File: src/rtl/nand_ecc_pkg.sv
package nand_ecc_pkg;
  localparam int CODE_W = 24;
  localparam int HALF_W = 12;
  localparam int OFS_W  = 9;
  localparam int BIT_W  = 3;

  typedef enum logic [1:0] {
    ST_CLEAN    = 2'b00,
    ST_DATA_FIX = 2'b01,
    ST_CODE_FIX = 2'b10,
    ST_FAIL     = 2'b11
  } ecc_status_e;

  // Drop the reserved nibbles and invert so erased pages match.
  function automatic logic [CODE_W-1:0] pack_invert(input logic [31:0] raw);
    return ~{raw[27:16], raw[11:0]};
  endfunction

  function automatic logic has_one_bit(input logic [CODE_W-1:0] v);
    return (v != '0) && ((v & (v - 1'b1)) == '0);
  endfunction
endpackage

File: src/rtl/ecc_code_pack.sv
module ecc_code_pack
  import nand_ecc_pkg::*;
(
  input  logic [31:0]       raw_parity,
  output logic [CODE_W-1:0] calc_code
);
  always_comb calc_code = pack_invert(raw_parity);
endmodule

File: src/rtl/ecc_syndrome_decode.sv
module ecc_syndrome_decode
  import nand_ecc_pkg::*;
#(
  parameter int SECTOR_BYTES = 512
) (
  input  logic [CODE_W-1:0] calc_code,
  input  logic [CODE_W-1:0] stored_code,
  output logic [CODE_W-1:0] syndrome,
  output logic              syn_zero,
  output logic              syn_pair,
  output logic              syn_single,
  output logic              ofs_in_range,
  output ecc_status_e       verdict,
  output logic [OFS_W-1:0]  bad_offset,
  output logic [7:0]        bad_mask
);
  localparam logic [OFS_W:0] LIMIT = (OFS_W+1)'(SECTOR_BYTES);

  always_comb begin
    syndrome     = calc_code ^ stored_code;
    syn_zero     = (syndrome == '0);
    syn_pair     = ((syndrome[CODE_W-1:HALF_W] ^ syndrome[HALF_W-1:0]) == '1);
    syn_single   = has_one_bit(syndrome);
    bad_offset   = syndrome[CODE_W-1:HALF_W+BIT_W];
    bad_mask     = 8'b1 << syndrome[HALF_W+BIT_W-1:HALF_W];
    ofs_in_range = ({1'b0, bad_offset} < LIMIT);
    if (syn_zero)                  verdict = ST_CLEAN;
    else if (syn_pair)             verdict = ofs_in_range ? ST_DATA_FIX : ST_FAIL;
    else if (syn_single)           verdict = ST_CODE_FIX;
    else                           verdict = ST_FAIL;
  end
endmodule

File: src/rtl/ecc_stream_fix.sv
module ecc_stream_fix
  import nand_ecc_pkg::*;
(
  input  logic             clk,
  input  logic             rst,
  input  logic             restart,
  input  logic             fix_en,
  input  logic [OFS_W-1:0] fix_offset,
  input  logic [7:0]       fix_mask,
  input  logic             in_valid,
  input  logic [7:0]       in_byte,
  output logic             beat_hit,
  output logic             out_valid,
  output logic [7:0]       out_byte
);
  logic [OFS_W-1:0] beat_cnt;

  always_comb beat_hit = in_valid && fix_en && (beat_cnt == fix_offset);

  always_ff @(posedge clk) begin
    if (rst) begin
      beat_cnt  <= '0;
      out_valid <= 1'b0;
      out_byte  <= '0;
    end else begin
      out_valid <= in_valid;
      if (in_valid) out_byte <= in_byte ^ (beat_hit ? fix_mask : 8'h00);
      if (restart)       beat_cnt <= '0;
      else if (in_valid) beat_cnt <= beat_cnt + 1'b1;
    end
  end
endmodule

File: src/rtl/nand_ecc_corrector.sv
module nand_ecc_corrector
  import nand_ecc_pkg::*;
#(
  parameter int SECTOR_BYTES = 512
) (
  input  logic        clk,
  input  logic        rst,
  input  logic        start,
  input  logic [31:0] raw_parity,
  input  logic [23:0] stored_code,
  output logic        result_valid,
  output logic [1:0]  status,
  output logic [8:0]  fix_offset,
  output logic [7:0]  fix_mask,
  input  logic        in_valid,
  input  logic [7:0]  in_byte,
  output logic        out_valid,
  output logic [7:0]  out_byte
);
  logic [CODE_W-1:0] calc_code;
  logic [CODE_W-1:0] syndrome;
  logic              syn_zero, syn_pair, syn_single, ofs_in_range;
  ecc_status_e       verdict;
  logic [OFS_W-1:0]  bad_offset;
  logic [7:0]        bad_mask;
  ecc_status_e       status_q;
  logic              beat_hit;
  logic              fix_en;

  ecc_code_pack u_pack (
    .raw_parity (raw_parity),
    .calc_code  (calc_code)
  );

  ecc_syndrome_decode #(.SECTOR_BYTES(SECTOR_BYTES)) u_dec (
    .calc_code    (calc_code),
    .stored_code  (stored_code),
    .syndrome     (syndrome),
    .syn_zero     (syn_zero),
    .syn_pair     (syn_pair),
    .syn_single   (syn_single),
    .ofs_in_range (ofs_in_range),
    .verdict      (verdict),
    .bad_offset   (bad_offset),
    .bad_mask     (bad_mask)
  );

  always_ff @(posedge clk) begin
    if (rst) begin
      status_q     <= ST_CLEAN;
      fix_offset   <= '0;
      fix_mask     <= '0;
      result_valid <= 1'b0;
    end else begin
      result_valid <= start;
      if (start) begin
        status_q   <= verdict;
        fix_offset <= (verdict == ST_DATA_FIX) ? bad_offset : '0;
        fix_mask   <= (verdict == ST_DATA_FIX) ? bad_mask : '0;
      end
    end
  end

  always_comb begin
    status = status_q;
    fix_en = (status_q == ST_DATA_FIX);
  end

  ecc_stream_fix u_stream (
    .clk        (clk),
    .rst        (rst),
    .restart    (start),
    .fix_en     (fix_en),
    .fix_offset (fix_offset),
    .fix_mask   (fix_mask),
    .in_valid   (in_valid),
    .in_byte    (in_byte),
    .beat_hit   (beat_hit),
    .out_valid  (out_valid),
    .out_byte   (out_byte)
  );
endmodule

File: config.mk
export PLATFORM = sky130hd
export DESIGN_NAME = nand_ecc_corrector
export DESIGN_NICKNAME = d
export VERILOG_FILES = /design/src/rtl/nand_ecc_pkg.sv /design/src/rtl/ecc_code_pack.sv /design/src/rtl/ecc_syndrome_decode.sv /design/src/rtl/ecc_stream_fix.sv /design/src/rtl/nand_ecc_corrector.sv
export SDC_FILE = /design/constraint.sdc
export NUM_CORES = 1
export LEC_CHECK = 0
export ABC_CLOCK_PERIOD_IN_PS = 3400
export BUFFER_PORTS_ARGS = -buffer_cell sky130_fd_sc_hd__buf_4
export CAP_MARGIN = 20
export CORE_MARGIN = 2
export CORE_UTILIZATION = 52
export DETAILED_ROUTE_END_ITERATION = 8
export MAX_ROUTING_LAYER = met4
export PLACE_DENSITY = 0.86
export SLEW_MARGIN = 40
export SYNTH_ARGS = -nofsm -noshare
export SYNTH_HDL_FRONTEND = slang
export SYNTH_SLANG_ARGS = --single-unit
File: constraint.sdc
create_clock -name clk -period 3.4 [get_ports clk]
set_input_delay 0.51 -clock clk [delete_from_list [all_inputs] [get_ports clk]]
set_output_delay 0.51 -clock clk [all_outputs]
set_load 0.005 [all_outputs]
==> out/qor.txt, run 1 <==
min cycle time layout -> 2520 ps
DR DRC count -> 0
Max Cap Viol -> 0
sequential share of the synthesized area -> 32.6%
H-tree depth -> 2
WS Path Type -> in2reg
Post-Syn Area -> 2340 sq um
fin worst setup slack -> 879 ps
final period utilization -> 74.1%
vias in the first global route -> 2193
worst r2r dst -> u_stream.out_byte[2]$_SDFFE_PP0P_
CP max stage cell -> nor4b_2
maximum vdd drop -> 0.181 mV
Synthesized Nets -> 332
CTS tree -> built
CTS Buf Count -> 5
Arrival @ worst endpoint -> 2690 ps
setup bufs post-CTS -> 0
Buf/Inv on CP -> 1
Hold Path Sink -> u_stream.out_byte[1]$_SDFFE_PP0P_
Slew Viols, Final -> 0
Hold Path Stages -> 2
R2R Setup Slk -> 1570 ps
drt wl/cell -> 14.4 um
row count -> 24
initial DRC count -> 98
Ant. Diodes -> 0
NetSw -> 299 uW
worst skew pair latency -> 290 ps
NumNets Final -> 421
hpwl dp -> 4710 um
Logic pwr share -> 24.5%
DIE HEIGHT -> 71.0 um
vias -> 2246
CTS Root Cell -> clkbuf_8
CP Cell Sequence -> buf_4 > xor2_1 > nor4b_2 > nand4_1 > o32ai_1 > o21ai_0 > nor4bb_1 > a32oi_1
Warnings, synthesis -> 0
Synth cell types -> 41
Sw Ratio -> 27.0%
Leak -> 1.26 nW
Required @ worst endpoint -> 3570 ps
CTS-repair resized insts -> 0
fraction of registers with async set/reset -> 0%
Slew HR -> 58.9%
Crit path max-delay family -> simple AND/OR/NAND/NOR gates
Max FO, Critical Path -> 6
Area Growth Syn to Fin -> 34.9%
largest net degree at the start of global routing -> 24
Reg power frac -> 41.7%
unrepaired setup endpoints after global routing -> no
Post-synth EDFFs -> 0
global-route wire length before repair -> 9560 um
Slew @ Worst Pin -> 613 ps
Core Region -> 4350 sq um
R2R cell count -> 6
final hold slack -> 484 ps
CP endpoint kind -> flop
Final GP Congestion -> 0.880
slowest stage delay, CP -> 520 ps
min-delay worst type -> reg2reg
post-synthesis instance total -> 263
P per Cell Area -> 352 nW/um^2
Setup violations, final -> 0
register clock-pin slew on the reported worst setup and hold paths -> 70 ps
Port Buffers -> 88
DP Worst Slack -> 629 ps
Initial Util -> 53.6%
FMAX -> 397 MHz
Routed Antenna Nets -> 0
cts hold-fix bufs -> 0
Total GRT Usage -> 24.5%
clk_skew -> 3.18 ps
Total Die Area -> 5040 sq um
drt pass-1 iters -> 4
Filler cells -> 356
Post-Route WL -> 5850 um
Worst setup SP type -> input port
hold wc startpoint -> u_stream.out_byte[1]$_SDFFE_PP0P_
initial antenna violation count -> 0
setup tns final -> 0 ps
GR Overflow Total -> 0
drt via density -> 5.55
RR Startpoint -> u_stream.beat_cnt[5]$_SDFFE_PP0P_
Synth Register Bits -> 38
Post-synth top flop -> dfxtp_1
outcome -> finished clean
layout cells sized above 1 -> 32.9%
Clock Power Share -> 33.8%
Final Hold Fails -> 0
Syn Area/Cell -> 8.88 sq um
Die Wd -> 71.0 um
CTS sink count -> 38
IO Pins -> 97
deepest clock path buffer count -> 2
Pint -> 809 uW
==> cell families after synthesis <==
group                      count (synthesis)  share of synthesized area [%]
and+or+nand+nor                           93                           20.6
xor gates and xnor gates                  65                           28.4
DFF                                       38                           32.6
adders and majority gates                  2                          0.964
muxes                                      1                          0.429
AOI/OAI and AO/OA                         52                           14.8
buffers and inverters                     12                           2.25
==> worst register-to-register path, cell delays in order, from the launching register on <==
cell	delay, ps
dfxtp_1	420
xnor2_1	170
nand4b_1	150
nor3_2	480
nand2_1	130
xor2_1	160
a211oi_1	240
==> metrics by stage <==
stage | util (%) | power (mW) | cells | cell area, sq um
after global placement | 69.8 | 0.733 | 397 | 3040
after detailed placement | 69.9 | 0.741 | 397 | 3040
final | 72.4 | 1.11 | 405 | 3150
after global routing | 72.4 | 1.15 | 405 | 3150
after floorplan | - | 0.626 | 263 | 2340
after CTS | 72.4 | 1.11 | 405 | 3150
==> synth_stat cells (2+ instances only) <==
cell / n / area, sq um
nor4_1: 3 / 18.8
dfxtp_1: 38 / 761
a22oi_1: 4 / 30.0
o2111ai_1: 2 / 17.5
nand3_1: 4 / 20.0
xnor2_1: 31 / 272
o21ai_0: 18 / 90.1
a21oi_1: 7 / 35.0
a2111o_1: 2 / 22.5
and3_1: 2 / 12.5
nor2_1: 26 / 97.6
or3_1: 4 / 25.0
clkbuf_1: 6 / 22.5
xor2_1: 23 / 201
xnor2_2: 10 / 163
o22ai_1: 2 / 12.5
nor3_1: 5 / 25.0
inv_1: 4 / 15.0
a22o_1: 5 / 43.8
nand2_1: 31 / 116
nor4_2: 3 / 37.5
a211oi_1: 8 / 60.1
nand4_1: 7 / 43.8
==> flip-flops by register name, summed over array words and instances (netlist names) <==
| signal | flops |
|---|---|
| fix_mask | 8 |
| status | 2 |
| u_stream.out_byte | 8 |
| u_stream.beat_cnt | 9 |
| u_stream.out_valid | 1 |
| fix_offset | 9 |
| result_valid | 1 |
==> placed cells by master, fill, tap and decap left out, types with 5 or more instances in the layout <==
cell	instances
a21oi_1	7
o21ai_0	18
nand2_1	31
xnor2_1	31
dfxtp_1	38
nand4_1	7
buf_4	90
clkbuf_8	5
xor2_1	23
a22o_1	5
xnor2_2	10
a211oi_1	8
nor2_1	26
==> cell type report <==
class / count / area, sq um / share of cell area (%)
Sequential cell: 38 / 761 / 24.1
Clock buffer: 7 / 76.3 / 2.42
Inverter: 4 / 15.0 / 0.477
Multi-Input combinational cell: 213 / 1530 / 48.5
Timing Repair Buffer: 90 / 676 / 21.4
Tap cell: 52 / 65.1 / 2.07
Clock inverter: 1 / 30.0 / 0.953
==> worst max path at each step <==
stage	to	slack [ps]	from	cells past startpoint
CTS	fix_mask[3]$_SDFFE_PP0P_	930	raw_parity[7]	8
finish	status[0]$_SDFFE_PP0P_	880	raw_parity[7]	8
floorplan	status[0]$_SDFFE_PP0P_	1200	raw_parity[7]	7
global placement	fix_mask[3]$_SDFFE_PP0P_	660	raw_parity[7]	8
detailed placement	fix_mask[3]$_SDFFE_PP0P_	630	raw_parity[7]	8
global route	status[0]$_SDFFE_PP0P_	660	raw_parity[7]	8
==> metal layers <==
layer / GRT usage [%] / share of wire [%] / vias up
met5: - / 0 / -
met4: 13.0 / 2.8 / 0
met3: 3.99 / 6.3 / 19
met2: 42.3 / 53 / 102
met1: 27.1 / 38 / 1017
li1: - / - / 1108
==> power by group through the flow <==
stage | clock (mW) | sequential (mW) | combinational (mW)
final | 0.375 | 0.462 | 0.271
after global routing | 0.391 | 0.463 | 0.294
after detailed placement | 0 | 0.472 | 0.269
after floorplan | 0 | 0.472 | 0.154
after CTS | 0.378 | 0.462 | 0.271
after global placement | 0 | 0.472 | 0.261
Note: power is estimated with default switching activity, not from simulation.
==> run 2: changes to the inputs <==
ABC_AREA = 1   (was not set)
ABC_CLOCK_PERIOD_IN_PS = 2400   (was 3400)
PLACE_DENSITY = 0.81   (was 0.86)
clock period = 2.4 ns   (was 3.4 ns; I/O delays follow)
==> out/qor.txt, run 2 <==
outcome -> finished clean
worst skew pair latency -> 280 ps
layout cells sized above 1 -> 19.2%
CP endpoint kind -> flop
Crit. Startpoint -> u_stream.beat_cnt[1]$_SDFFE_PP0P_
Final GP Congestion -> 0.916
slowest stage delay, CP -> 400 ps
Hold Path Stages -> 2
vias -> 3721
CTS Buf Count -> 5
Slew Viols, Final -> 0
Total GRT Usage -> 28.7%
Required @ worst endpoint -> 2580 ps
Post-synth top flop -> dfxtp_1
Max Cap Viol -> 0
Synth Area in XOR/XNOR -> 3.42%
CTS tree -> built
CP Cell Sequence -> ha_1 > nand3_1 > nor2_1 > nand2_1 > nor3_1 > nand2_1 > o21ai_0 > a21oi_1
CTS Root Cell -> clkbuf_8
Syn Area/Cell -> 5.30 sq um
cts hold-fix bufs -> 0
Synthesized Nets -> 649
Warnings, synthesis -> 0
largest area contributor in the netlist -> nand2_1
largest net degree at the start of global routing -> 24
Largest regs -> fix_offset (9), u_stream.beat_cnt (9)
most used cell along the critical path -> nand2_1
most frequent cells after synthesis -> nand2_1 (288), inv_1 (73), nor2_1 (53)
CTS-repair resized insts -> 0
drt wl/cell -> 11.9 um
post-synthesis instance total -> 580
final period utilization -> 67.7%
RR Startpoint -> u_stream.beat_cnt[1]$_SDFFE_PP0P_
setup bufs post-CTS -> 0
Sequential cell area -> 761 sq um
Filler cells -> 544
register clock-pin slew on the reported worst setup and hold paths -> 70 ps
most common cell after layout, fill and taps aside -> nand2_1
FMAX -> 615 MHz
count leader, synth -> nand2_1
initial antenna violation count -> 0
post-synthesis compound-gate area fraction -> 8.79%
Final Hold Fails -> 0
CTS sink count -> 38
hold wc startpoint -> rst
Post-synth EDFFs -> 0
largest family of logic cells by synthesized area -> simple AND/OR/NAND/NOR gates
Setup violations, final -> 0
clk_skew -> 5.97 ps
vias in the first global route -> 3344
Worst setup SP type -> flop
CP max stage cell -> dfxtp_1
final hold slack -> 244 ps
Post-Synth Simple-Gate Area -> 52.2%
IO Pins -> 97
Leak -> 2.14 nW
Post-Route WL -> 8910 um
global-route wire length before repair -> 14600 um
min cycle time layout -> 1630 ps
deepest clock path buffer count -> 2
Total Die Area -> 6550 sq um
Slew @ Worst Pin -> 746 ps
DIE HEIGHT -> 80.9 um
GR Overflow Total -> 0
drt pass-1 iters -> 4
setup tns final -> 0 ps
unrepaired setup endpoints after global routing -> no
Max FO, Critical Path -> 4
Port Buffers -> 88
DR DRC count -> 0
commonest cells after routing, fill and taps aside -> nand2_1 (288), buf_4 (89), inv_1 (73)
Area Growth Syn to Fin -> 27.9%
Slew HR -> 50.1%
Routed Antenna Nets -> 0
initial DRC count -> 175
R2R cell count -> 8
H-tree depth -> 2
Initial Util -> 52.9%
Ant. Diodes -> 0
Die Wd -> 80.9 um
WS Path Type -> reg2reg
P per Cell Area -> 406 nW/um^2
Synth Area in Adders -> 0.407%
drt via density -> 4.97
Synth cell types -> 26
hpwl dp -> 7380 um
Arrival @ worst endpoint -> 1810 ps
Core Region -> 5820 sq um
Post-Syn Area -> 3080 sq um
min-delay worst type -> in2reg
Synth Register Bits -> 38
Synth area leaders -> nand2_1 (35%), dfxtp_1 (25%), inv_1 (8.9%)
share of the synthesized area in the top cell type -> 35.2%
fraction of registers with async set/reset -> 0%
row count -> 28
mux cell area share after synthesis -> 0%
sequential share of the synthesized area -> 24.7%
maximum vdd drop -> 0.317 mV
Multi-input gate area -> 1990 sq um
NumNets Final -> 741
-- run 2: worst max-delay path: cells and delay by family (launching register included) --
family	cells	cell delay (ps)
simple gates	5	710
flops	1	400
fa+ha+maj	1	200
compound gates	2	210
-- run 2: where the power goes --
group	leakage [nW]	internal (mW)	switching [mW]	total (mW)
Sequential	0.309	0.645	0.00782	0.653
Combinational	1.78	0.171	0.268	0.440
Clock	0.0575	0.290	0.214	0.504
-- run 2: path summary, 6_finish.rpt --
| kind | slack, ps | end |
|---|---|---|
| max | 770 | u_stream.beat_cnt[8]$_SDFFE_PP0P_ |
| min | 240 | u_stream.out_valid$_SDFF_PP0_ |
| min reg2reg | 480 | fix_mask[7]$_SDFFE_PP0P_ |
| max reg2reg | 770 | u_stream.beat_cnt[8]$_SDFFE_PP0P_ |
-- run 2: kinds of logic after synthesis --
group,after synthesis
fa+ha+maj,1
compound gates,51
flops,38
simple gates,392
xor+xnor,12
buf+inv,86
-- run 2: cell type report --
type	count	area share [%]
timing repair buffer	89	17.0
tap	75	2.39
inverter	82	7.83
multi-input combinational	456	50.7
sequential	38	19.3
clock buffer	8	2.80
-- run 2: stage by stage --
step	utilization, %	cell area, sq um	total power [mW]	setup slack [ps]	std cells
2_1_floorplan	-	3080	0.916	955	580
5_1_grt	67.6	3930	1.69	507	748
3_3_place_gp	65.7	3820	1.09	561	740
4_1_cts	67.6	3930	1.59	783	748
6_report	67.6	3930	1.60	775	748
3_5_place_dp	65.7	3820	1.10	556	740
-- run 2: metal layers --
layer	vias to the layer above	global-route usage, %	wire (um)
met5	-	-	0
met4	0	10.2	244
met3	18	2.33	547
met2	131	51.7	4380
met1	1623	33.4	3730
li1	1949	-	-
==> run 3: changes to the inputs <==
ABC_AREA = 0   (was 1)
ABC_CLOCK_PERIOD_IN_PS = 1700   (was 2400)
CORE_UTILIZATION = 48   (was 52)
PLACE_DENSITY = 0.8   (was 0.81)
clock period = 1.7 ns   (was 2.4 ns; I/O delays follow)
==> out/qor.txt, run 3 (same netlist as run 1, synthesis figures left out) <==
IO Pins -> 97
largest net degree at the start of global routing -> 20
Required @ worst endpoint -> 1930 ps
Routed Antenna Nets -> 0
deepest clock path buffer count -> 2
Port Buffers -> 88
CP endpoint kind -> flop
commonest cells after routing, fill and taps aside -> buf_4 (131), nand2_1 (31), dfxtp_1 (31)
CTS Buf Count -> 5
maximum vdd drop -> 0.389 mV
Buf/Inv on CP -> 1
Hold Path Stages -> 3
vias in the first global route -> 2528
failing checks -> setup timing
most common cell after layout, fill and taps aside -> buf_4
GR Overflow Total -> 0
Post-Place Cell Area -> 3590 sq um
DIE HEIGHT -> 73.8 um
NumNets Final -> 486
fin worst setup slack -> -196 ps
Slew @ Worst Pin -> 514 ps
Filler cells -> 233
M1 wire length -> 2890 um
H-tree depth -> 2
P per Cell Area -> 592 nW/um^2
worst skew pair latency -> 290 ps
Final Instance Area -> 4170 sq um
drt pass-1 iters -> 4
hpwl dp -> 5220 um
Slew Viols, Final -> 0
Hold Path Sink -> u_stream.out_byte[1]$_SDFFE_PP0P_
total power -> 2.47 mW
Core Region -> 4720 sq um
Arrival @ worst endpoint -> 2130 ps
max layer used -> met4
Total Die Area -> 5440 sq um
initial DRC count -> 157
initial antenna violation count -> 0
Leak -> 1.75 nW
CTS tree -> built
Total GRT Usage -> 26.6%
Max FO, Critical Path -> 5
CP Cell Sequence -> buf_4 > xnor2_4 > xnor2_1 > nor4_2 > nand3_1 > a2111o_1 > nor2_2 > a32o_1
clk_skew -> 4.14 ps
worst r2r dst -> u_stream.out_byte[2]$_SDFFE_PP0P_
detailed route wirelength on metal3 -> 542 um
layout cells sized above 1 -> 54.1%
hold wc startpoint -> in_byte[1]
register clock-pin slew on the reported worst setup and hold paths -> 70 ps
Ant. Diodes -> 0
slowest stage delay, CP -> 470 ps
DR DRC count -> 0
drt wl/cell -> 17.6 um
R2R Setup Slk -> 40 ps
CTS Root Cell -> clkbuf_8
DP Worst Slack -> -436 ps
Max Cap Viol -> 0
global-route wire length before repair -> 10900 um
Initial Util -> 49.5%
Worst setup SP type -> input port
CTS sink count -> 38
R2R cell count -> 7
Slew HR -> 65.6%
row count -> 25
setup tns final -> -2700 ps
vias -> 2707
min cycle time layout -> 1900 ps
Crit path max-delay family -> simple AND/OR/NAND/NOR gates
Final GP Congestion -> 0.888
unrepaired setup endpoints after global routing -> yes
final hold slack -> 284 ps
Largest regs -> fix_offset (9), u_stream.beat_cnt (9)
Die Wd -> 73.8 um
Setup violations, final -> 18
met2 WL -> 4740 um
FMAX -> 527 MHz
Post-Route WL -> 8560 um
CP max stage cell -> a2111o_1
min-delay worst type -> in2reg
final period utilization -> 112%
WS Path Type -> in2reg
RR Startpoint -> u_stream.beat_cnt[1]$_SDFFE_PP0P_
outcome -> complete, but fails checks
Final Hold Fails -> 0
drt via density -> 5.58
Area Growth Syn to Fin -> 78.3%
==> run 3: worst max-delay path by stage <==
stage	startpoint	endpoint	slack (ps)	cells after the start
4_1_cts	stored_code[4]	status[0]$_SDFFE_PP0P_	-70	8
2_1_floorplan	raw_parity[0]	status[0]$_SDFFE_PP0P_	-100	7
5_1_grt	raw_parity[9]	fix_mask[3]$_SDFFE_PP0P_	-300	8
3_5_place_dp	raw_parity[27]	fix_mask[3]$_SDFFE_PP0P_	-440	8
6_report	raw_parity[9]	fix_mask[3]$_SDFFE_PP0P_	-200	8
3_3_place_gp	raw_parity[0]	status[0]$_SDFFE_PP0P_	-530	8
==> run 3: layer usage <==
layer | global-route usage, % | vias up
met5 | - | -
met4 | 12.3 | 0
met3 | 4.66 | 39
met2 | 49.7 | 158
met1 | 26.5 | 1276
li1 | - | 1234
==> run 3: final cells by class <==
type / count / area (sq um) / area share [%]
sequential: 38 / 769 / 18.5
inverter: 4 / 15.0 / 0.360
clock inverter: 1 / 5.00 / 0.120
multi-input combinational: 213 / 1940 / 46.7
timing repair buffer: 155 / 1260 / 30.3
clock buffer: 7 / 86.3 / 2.07
tap: 67 / 83.8 / 2.01
==> run 3: report_power, final <==
group | switching, mW | total (mW) | internal (mW)
Clock | 0.304 | 0.631 | 0.327
Sequential | 0.0122 | 0.923 | 0.911
Combinational | 0.416 | 0.912 | 0.497
Total | 0.732 | 2.47 | 1.73
==> run 3: worst min-delay path: cells and delay by family <==
family	cells	cell delay (ps)
AO/OA/AOI/OAI	1	70
XOR/XNOR	1	120
buffers and inverters	1	80
==> run 3: per-stage QoR <==
step / util [%] / cells
4_1_cts: 82.7 / 482
3_3_place_gp: 76.1 / 465
5_1_grt: 88.2 / 485
2_1_floorplan: - / 263
6_report: 88.2 / 485
3_5_place_dp: 76.1 / 465
==> run 3: timing repair <==
action                     in CTS  in global routing
gates resized for setup        35                 49
setup endpoints to repair      16                 22
buffers inserted                8                  4
hold buffers                    0                  0
hold endpoints to repair        0                  0
pin swaps                      14                 24
gates cloned                    1                  0
